==> config.mk <==
export PLATFORM = sky130hd
export DESIGN_NAME = ref_selector
export DESIGN_NICKNAME = d
export VERILOG_FILES = /design/src/rtl/refsel_pkg.sv /design/src/rtl/refsel_elect.sv /design/src/rtl/refsel_auto.sv /design/src/rtl/refsel_decode.sv /design/src/rtl/ref_selector.sv
export SDC_FILE = /design/constraint.sdc
export NUM_CORES = 1
export LEC_CHECK = 0
export CAP_MARGIN = 10
export CORE_MARGIN = 2
export CORE_UTILIZATION = 70
export DETAILED_ROUTE_END_ITERATION = 6
export DONT_BUFFER_PORTS = 1
export HOLD_SLACK_MARGIN = 0.05
export PLACE_DENSITY = 0.82
export SLEW_MARGIN = 20
export SYNTH_ARGS = -nofsm -noshare
export SYNTH_HDL_FRONTEND = slang
export SYNTH_HIERARCHICAL = 1
export SYNTH_SLANG_ARGS = --single-unit
==> constraint.sdc <==
create_clock -name clk -period 15.2 [get_ports clk]
set_input_delay 2.28 -clock clk [delete_from_list [all_inputs] [get_ports clk]]
set_output_delay 2.28 -clock clk [all_outputs]
set_load 0.05 [all_outputs]
==> src/rtl/refsel_pkg.sv <==
package refsel_pkg;

    typedef enum logic [1:0] {
        ST_FREERUN  = 2'd0,
        ST_HOLDOVER = 2'd1,
        ST_SYNC     = 2'd2
    } tg_state_e;

    typedef enum logic [1:0] {
        MD_AUTO      = 2'd0,
        MD_MANUAL    = 2'd1,
        MD_HARDWIRED = 2'd2,
        MD_AUTO_ALT  = 2'd3
    } sel_mode_e;

    function automatic tg_state_e fallback_state(input logic hist_ok);
        return hist_ok ? ST_HOLDOVER : ST_FREERUN;
    endfunction

endpackage

==> src/rtl/refsel_elect.sv <==
module refsel_elect
    import refsel_pkg::*;
#(
    parameter int N      = 5,
    parameter int PRIO_W = 4,
    parameter int IDX_W  = 3
) (
    input  logic [N-1:0]        ok,
    input  logic [N*PRIO_W-1:0] prio_flat,
    output logic                found,
    output logic [IDX_W-1:0]    best_idx,
    output logic [PRIO_W-1:0]   best_prio
);
    logic [PRIO_W-1:0] prio_a [N];
    logic [N-1:0]      elig;

    for (genvar g = 0; g < N; g++) begin : g_ref
        assign prio_a[g] = prio_flat[g*PRIO_W +: PRIO_W];
        assign elig[g]   = ok[g] && (prio_a[g] != '0);
    end

    // Sequential scan: strict compare keeps the lowest index on ties.
    always_comb begin
        found     = 1'b0;
        best_idx  = '0;
        best_prio = '1;
        for (int i = 0; i < N; i++) begin
            if (elig[i] && (!found || prio_a[i] < best_prio)) begin
                found     = 1'b1;
                best_idx  = IDX_W'(i);
                best_prio = prio_a[i];
            end
        end
    end
endmodule

==> src/rtl/refsel_auto.sv <==
module refsel_auto
    import refsel_pkg::*;
#(
    parameter int N      = 5,
    parameter int PRIO_W = 4,
    parameter int IDX_W  = 3
) (
    input  tg_state_e           cur_st,
    input  logic [IDX_W-1:0]    cur_idx,
    input  logic [N-1:0]        ok,
    input  logic [N*PRIO_W-1:0] prio_flat,
    input  logic                revert_en,
    input  logic                hold_valid,
    input  logic                found,
    input  logic [IDX_W-1:0]    best_idx,
    input  logic [PRIO_W-1:0]   best_prio,
    output tg_state_e           nxt_st,
    output logic [IDX_W-1:0]    nxt_idx
);
    logic              cur_ok;
    logic [PRIO_W-1:0] cur_prio;
    logic              cur_keep;

    always_comb begin
        cur_ok   = 1'b0;
        cur_prio = '0;
        for (int i = 0; i < N; i++) begin
            if (IDX_W'(i) == cur_idx) begin
                cur_ok   = ok[i];
                cur_prio = prio_flat[i*PRIO_W +: PRIO_W];
            end
        end
        cur_keep = (cur_st == ST_SYNC) && cur_ok && (cur_prio != '0);
    end

    always_comb begin
        if (cur_keep) begin
            if (revert_en && found && (best_prio < cur_prio)) begin
                nxt_st  = ST_SYNC;
                nxt_idx = best_idx;
            end else begin
                nxt_st  = ST_SYNC;
                nxt_idx = cur_idx;
            end
        end else if (found) begin
            nxt_st  = ST_SYNC;
            nxt_idx = best_idx;
        end else begin
            nxt_st  = fallback_state(hold_valid);
            nxt_idx = '0;
        end
    end
endmodule

==> src/rtl/refsel_decode.sv <==
module refsel_decode
    import refsel_pkg::*;
#(
    parameter int N     = 5,
    parameter int IDX_W = 3
) (
    input  logic [IDX_W-1:0] code,
    input  logic             hold_valid,
    output tg_state_e        st,
    output logic [IDX_W-1:0] idx
);
    localparam logic [IDX_W-1:0] HOLD_CODE = IDX_W'(N);

    always_comb begin
        if (code < HOLD_CODE) begin
            st  = ST_SYNC;
            idx = code;
        end else if (code == HOLD_CODE) begin
            st  = fallback_state(hold_valid);
            idx = '0;
        end else begin
            st  = ST_FREERUN;
            idx = '0;
        end
    end
endmodule

==> src/rtl/ref_selector.sv <==
module ref_selector
    import refsel_pkg::*;
#(
    parameter int N      = 5,
    parameter int PRIO_W = 4,
    parameter int IDX_W  = $clog2(N + 2)
) (
    input  logic                clk,
    input  logic                rst,
    input  logic [N-1:0]        ref_ok,
    input  logic [N*PRIO_W-1:0] ref_prio,
    input  logic                revert_en,
    input  logic [1:0]          sel_mode,
    input  logic [IDX_W-1:0]    man_code,
    input  logic [IDX_W-1:0]    hw_code_a,
    input  logic [IDX_W-1:0]    hw_code_b,
    input  logic                hw_switch,
    input  logic                hold_valid,
    output logic [IDX_W-1:0]    sel_ref,
    output logic [1:0]          tg_state,
    output logic                sel_change
);
    typedef struct packed {
        tg_state_e        st;
        logic [IDX_W-1:0] idx;
    } sel_t;

    sel_t sel_q, sel_d, auto_sel, man_sel, hw_sel;
    logic              strobe_q;
    logic              e_found;
    logic [IDX_W-1:0]  e_idx;
    logic [PRIO_W-1:0] e_prio;
    logic [IDX_W-1:0]  hw_code;

    refsel_elect #(.N(N), .PRIO_W(PRIO_W), .IDX_W(IDX_W)) u_elect (
        .ok        (ref_ok),
        .prio_flat (ref_prio),
        .found     (e_found),
        .best_idx  (e_idx),
        .best_prio (e_prio)
    );

    refsel_auto #(.N(N), .PRIO_W(PRIO_W), .IDX_W(IDX_W)) u_auto (
        .cur_st     (sel_q.st),
        .cur_idx    (sel_q.idx),
        .ok         (ref_ok),
        .prio_flat  (ref_prio),
        .revert_en  (revert_en),
        .hold_valid (hold_valid),
        .found      (e_found),
        .best_idx   (e_idx),
        .best_prio  (e_prio),
        .nxt_st     (auto_sel.st),
        .nxt_idx    (auto_sel.idx)
    );

    refsel_decode #(.N(N), .IDX_W(IDX_W)) u_man_dec (
        .code       (man_code),
        .hold_valid (hold_valid),
        .st         (man_sel.st),
        .idx        (man_sel.idx)
    );

    assign hw_code = hw_switch ? hw_code_b : hw_code_a;

    refsel_decode #(.N(N), .IDX_W(IDX_W)) u_hw_dec (
        .code       (hw_code),
        .hold_valid (hold_valid),
        .st         (hw_sel.st),
        .idx        (hw_sel.idx)
    );

    always_comb begin
        unique case (sel_mode_e'(sel_mode))
            MD_MANUAL:    sel_d = man_sel;
            MD_HARDWIRED: sel_d = hw_sel;
            default:      sel_d = auto_sel;
        endcase
    end

    always_ff @(posedge clk) begin
        if (rst) begin
            sel_q    <= '{st: ST_FREERUN, idx: '0};
            strobe_q <= 1'b0;
        end else begin
            sel_q    <= sel_d;
            strobe_q <= (sel_d != sel_q);
        end
    end

    assign sel_ref    = sel_q.idx;
    assign tg_state   = sel_q.st;
    assign sel_change = strobe_q;
endmodule

==> results of run 1 <==
## area by class of cell
class	instances	area (sq um)	area share, %
timing repair buffer	1	7.507	0.4104
sequential	6	120.1	6.566
multi-input combinational	196	1574	86.05
clock buffer	3	22.52	1.231
tap	30	37.54	2.052
inverter	18	67.56	3.694
## placed cells by master (no fill, tap or decap), drive strengths merged, types with 5 or more instances in the layout
cell   synthesis  final
nor3          14     14
a31oi          5      5
nor2          20     20
dfxtp          6      6
ha            14     14
a21oi          6      6
mux2           9      9
mux2i         10     10
nand2         11     11
inv           18     18
nor2b          9      9
and2b          5      5
o21ai         15     15
o41ai          5      5
## worst paths after layout
| path | start | to | cells past startpoint |
|---|---|---|---|
| setup / recovery | ref_prio[0] | sel_change | 42 |
| hold / removal | tg_state[1] | sel_change | 2 |
| setup reg to reg | sel_ref[2] | sel_change | 13 |
| hold reg to reg | tg_state[1] | sel_change | 2 |
## per-stage QoR
stage / area, sq um / utilization, %
finish: 1829 / 73.84
global route: 1829 / 73.84
CTS: 1829 / 73.84
detailed placement: 1807 / 72.93
global placement: 1807 / 72.93
floorplan: 1839 / -
## sequential cells by signal, summed over array words and instances (netlist names)
signal / flops
sel_ref: 3
tg_state: 2
sel_change: 1
## kinds of logic after synthesis
kind of cell	share of synthesized area (%)
fa+ha+maj	9.524
simple gates	25.37
xor+xnor	0.9526
compound gates	36.74
buf+inv	7.891
flops	6.531
mux	12.99
## power groups by stage
stage | Sequential (uW) | Combinational, uW | Clock (uW)
6_report | 25.9 | 90.8 | 14.4
5_1_grt | 26.3 | 101 | 15.0
4_1_cts | 25.9 | 89.6 | 14.7
3_5_place_dp | 26.2 | 89.2 | 0
3_3_place_gp | 25.8 | 84.5 | 0
2_1_floorplan | 25.6 | 78.4 | 0
## layer usage
metal  global-route usage [%]  vias up  routed length, um
met4                    10.80        0                 57
li1                         -      874                  -
met3                    5.855       11                456
met5                        0        -                  0
met2                    57.48      105               2442
met1                    36.66      879               1902
## worst min-delay path, stage by stage, from the launching register on
cell and delay (ns):
dfxtp_1 0.50, xnor2_1 0.24, a41oi_1 0.11
==> metrics, run 1 <==
Peak VDD IR=0.00006635 V; first-pass GRT wire length=8045 um; final worst-path cycle share=74.54%; die width=55.26 um; minimum clock period=11.33 ns; Seq cells post-synth=6; Clock Power Share=11.0%; Worst-Skew Late Latency=0.24 ns; Cell Area, Synth=1839 sq um; Max Slew Vio Count=0; Top delay family on crit path=compound AO/OA/AOI/OAI gates; synth top area cells=ha_1, dfxtp_1, mux2i_1; PortBufs=0; synth cell count leaders=nor2_1, inv_1, ha_1, nor3_1, o21ai_0; Post-CTS Hold Buffers=0; largest net degree at the start of global routing=19; Initial Util=74.24%; vias per cell=7.358; area delta synth->final=-0.5445%; number of cells produced by synthesis=230; internal power=68.84 uW; CP Class=input port to flop; final hold viol count=0; DIE AREA=3054 sq um; overall power=131.1 uW; Cell Rows=18; setup violators final=0; Psw=62.23 uW; Worst Tran Pin Value=0.9396 ns; vias in the first global route=1,857; outcome=finished, final reports clean; GRT Overall Usage=31.62%; Critical Path End Type=flop; Inserted Diodes=0; CP Launch Type=input port; Slowest-stage cell, CP=o41ai_2; Root Driver=clkbuf_4; antenna-violating nets left=0; Die H=55.26 um; DR pass1 iterations=5; Net Sw Frac=47.48%; EDFF count, synth=0; RSZ-0062 raised after global routing=no; syn_area_per_cell=7.997 sq um; Post-Layout Cell Count=254; Leak=0.0007440 uW; Gate power share=69.2%; # IOs=47; CP most frequent cell=ha_1; WP data required=15.30 ns; fill count=209; core footprint=2477 sq um; Rel. slew slack=37.27%; CP max stage delay=0.59 ns; sequential area share after synthesis=6.531%; register share of total power=19.8%; CTS tree=yes; maximum clock frequency=0.08827 GHz; yosys warns=6; clk sinks=6; gr ovfl total=0; # nets final=281; number of max-cap violations=0; worst min path class=flop to flop; RePlAce Congestion=1.036; area leader, netlist=ha_1; clock-pin slew on the worst setup and hold paths=0.05 ns; worst-path maximum fanout=10; initial antenna violation count=0; dpl ws=3.834 ns; CTS Buf Count=3; routed wire length=4859 um; CTS H-tree lvls=1; Synth Net Count=285; Max clock buf depth=2; HPWL Detailed=3953 um; Worst EP arrival=11.43 ns; cts repair resizes=0; share of cells above drive strength 1=17.41%; area share of the leading cell type in the synthesized netlist=9.524%; Inst Count DP=251; WP buf/inv=2; most numerous cell in the Yosys netlist=nor2_1; Post-synth ARST share=0%; unique cell type count in the Yosys netlist=66; postcts setup bufs=0; initial drt markers=100; post-route worst setup slack=3.871 ns; Hold Slack=0.9164 ns; Cell Pwr Density=71.65 nW/um^2; setup_tns=0 ns; via count=1,869; clock skew=0.007464 ns; reg-to-reg slack, setup=11.42 ns; DRC errors left=0; routed wire length per instance=19.13 um; prevailing post-synth register cell=dfxtp_1
Note: power is estimated with default switching activity, not from simulation.
==> run 2, diff against run 1 <==
--- a/config.mk
+++ b/config.mk
@@ -5,13 +5,14 @@
 export SDC_FILE = /design/constraint.sdc
 export NUM_CORES = 1
 export LEC_CHECK = 0
+export ABC_AREA = 1
 export CAP_MARGIN = 10
 export CORE_MARGIN = 2
-export CORE_UTILIZATION = 70
+export CORE_UTILIZATION = 65
 export DETAILED_ROUTE_END_ITERATION = 6
 export DONT_BUFFER_PORTS = 1
 export HOLD_SLACK_MARGIN = 0.05
-export PLACE_DENSITY = 0.82
+export PLACE_DENSITY = 0.77
 export SLEW_MARGIN = 20
 export SYNTH_ARGS = -nofsm -noshare
 export SYNTH_HDL_FRONTEND = slang
==> constraint.sdc (replaced) <==
create_clock -name clk -period 11.5 [get_ports clk]
set_input_delay 1.725 -clock clk [delete_from_list [all_inputs] [get_ports clk]]
set_output_delay 1.725 -clock clk [all_outputs]
set_load 0.05 [all_outputs]
==> run 2 against run 1 <==
  * Flip-flop and latch count did not move
  * Wire length fell by 13%
  * Global-route usage shrank 4.6 points
  * Worst hold slack gained 0.032 ns
  * Critical endpoint unchanged
  * Sequential power rose by 34%
  * Critical path type unchanged
  * First-iteration DRC count increased by 19%
  * Cell area is 2.9% higher
  * Via count rose by 4.8%
  * Largest cell class unchanged
  * Utilization is 4.4 points lower
  * Area after synthesis shrank 0.41%
  * Combinational power increased by 31%
==> metrics, run 2 <==
Rel. slew slack=47.48% (+10 points); worst-path maximum fanout=8 (-2); reg2reg start=sel_ref[2]; Synth Net Count=394 (+38%); most common cell after layout, fill and taps aside=nand2_1; Max Slew Vio Count=0 (unchanged); Worst Tran Pin Value=0.7867 ns (-0.1530 ns); clock skew=0.004979 ns (-0.002485 ns); number of max-cap violations=0 (unchanged); r2r endpoint=sel_change; Peak VDD IR=0.0001023 V (+54%); WP data required=11.64 ns (-3.66 ns); sequential area share after synthesis=6.557% (+0.027 points); CP Launch Type=input port; outcome=finished, final reports clean; initial drt markers=119 (+19%); area leader, netlist=nand2_1; Post-synth ARST share=0% (unchanged); reg-to-reg slack, setup=8.13 ns (-3.29 ns); minimum clock period=7.575 ns; Max clock buf depth=2 (unchanged); Inst Count DP=369 (+47%); unique cell type count in the Yosys netlist=38 (-42%); synth top area cells=nand2_1, inv_1, nand3_1; DRC errors left=0 (unchanged); GRT Overall Usage=26.99% (-4.6 points); most frequent cells in the layout=nand2_1, inv_1, nand3_1; hold path cells=6 (+4); CP most frequent cell=nand2_1; # nets final=398 (+42%); maximum clock frequency=0.1320 GHz; Largest register FFs=3 (unchanged); vias per cell=5.263 (-28%); clock-pin slew on the worst setup and hold paths=0.04 ns (about the same); Leak=0.001099 uW (+48%); Post-CTS Hold Buffers=0 (unchanged); CP max stage delay=0.48 ns (-0.11 ns); routed wire length=4215 um (-13%); Cell Area, Synth=1832 sq um (-0.41%); Slowest-stage cell, CP=a211oi_1; Cell Rows=19 (+1); clk sinks=6 (unchanged); hold endpoint=sel_change; setup_tns=0 ns (unchanged); gr ovfl total=0 (unchanged); yosys warns=6 (unchanged); synth cell count leaders=nand2_1, inv_1, nand3_1; die width=57.09 um (+3.3%); Initial Util=67.59% (-6.7 points); DR pass1 iterations=4 (-1); most numerous cell in the Yosys netlist=nand2_1; antenna-violating nets left=0 (unchanged); share of cells above drive strength 1=17.01% (-0.40 points); area share of the leading cell type in the synthesized netlist=23.98% (+14 points); syn_area_per_cell=5.403 sq um (-32%); RePlAce Congestion=0.8476 (-18%); initial antenna violation count=0 (unchanged); CTS tree=yes; CP Class=input port to flop; cts repair resizes=0 (unchanged); CTS H-tree lvls=1 (unchanged); vias in the first global route=1,747 (-5.9%); worst min path class=flop to flop; CTS Buf Count=3 (unchanged); first-pass GRT wire length=7231 um (-10%); HPWL Detailed=3604 um (-8.8%); final hold viol count=0 (unchanged); Critical Path End Type=flop; Worst EP arrival=7.71 ns (-3.72 ns); Root Driver=clkbuf_4; number of cells produced by synthesis=339 (+47%); RSZ-0062 raised after global routing=no; core footprint=2710 sq um (+9.4%); Inserted Diodes=0 (unchanged); worst reg-to-reg path cell count=18 (+5); Post-Layout Cell Count=372 (+46%); EDFF count, synth=0 (unchanged); setup violators final=0 (unchanged); Cell Pwr Density=92.15 nW/um^2 (+29%); Die H=57.09 um (+3.3%); Hold Crit Start=tg_state[0]; postcts setup bufs=0 (unchanged); routed wire length per instance=11.33 um (-41%); Seq cells post-synth=6 (unchanged); largest net degree at the start of global routing=12 (-7); final worst-path cycle share=65.87%; PortBufs=0 (unchanged); area delta synth->final=2.732%; # IOs=47 (unchanged); Worst-Skew Late Latency=0.24 ns (about the same); DIE AREA=3259 sq um (+6.7%); via count=1,958 (+4.8%); prevailing post-synth register cell=dfxtp_1
[run 2: changes by cell type after synthesis, sizes merged, moves of 9 or more]
cell / previous run / this run
buf: 10 / 1
nand3: 4 / 39
nor2b: 9 / 0
mux2i: 10 / 0
nor2: 20 / 31
inv: 18 / 63
nand2: 11 / 138
nor3: 14 / 3
[run 2: cell families after synthesis]
group                    count (synthesis)  share of synthesized area (%)
AND/OR/NAND/NOR                        223                          57.04
buffers and inverters                   66                          14.48
AO/OA/AOI/OAI                           27                          10.52
adder cells (fa/ha/maj)                 14                          9.563
flip-flops                               6                          6.558
multiplexers                             3                          1.844
[run 2: metal layers]
layer / track usage [%] / share of wire, % / vias up
met5: 0 / 0 / -
met4: 3.987 / 0.095 / 0
met1: 38.95 / 49 / 815
met2: 43.19 / 43 / 70
li1: - / - / 1071
met3: 4.535 / 7.7 / 2
[run 2: worst max-delay path, delay by kind of cell]
kind	cells	cell delay, ns
simple gates	31	2.57
compound gates	7	1.79
fa+ha+maj	5	1.53
buf+inv	2	0.09
[run 2: final cells by class]
cell class,count,area [sq um]
Inverter,65,254.0
Tap cell,31,38.79
Sequential cell,6,120.1
Multi-Input combinational cell,267,1446
Clock buffer,3,22.52
Fill cell,294,828.3
[run 2: per-stage QoR]
step	hold slack (ns)	utilization [%]	worst slack (ns)	instance area [sq um]	power (uW)
floorplan	0.8663	-	4.359	1832	134.6
global placement	0.9278	68.61	3.847	1859	150.7
detailed placement	0.9309	68.61	3.705	1859	152.7
CTS	0.9537	69.44	3.949	1882	173.3
global route	1.018	69.44	3.098	1882	194.0
finish	0.9482	69.44	3.925	1882	173.4
[run 2: worst max path at each step]
stage                      from          to  slack (ns)  cells after the start
detailed placement  ref_prio[0]  sel_change        3.70                     45
CTS                 ref_prio[0]  sel_change        3.95                     45
finish              ref_prio[0]  sel_change        3.93                     45
floorplan           ref_prio[0]  sel_change        4.36                     45
global route        ref_prio[0]  sel_change        3.10                     47
global placement    ref_prio[0]  sel_change        3.85                     49
[run 2: power by group]
group	total, uW	internal (uW)	switching [uW]
registers	34.7	23.1	11.6
logic	119	44.9	74.3
clock network	19.5	11.8	7.71
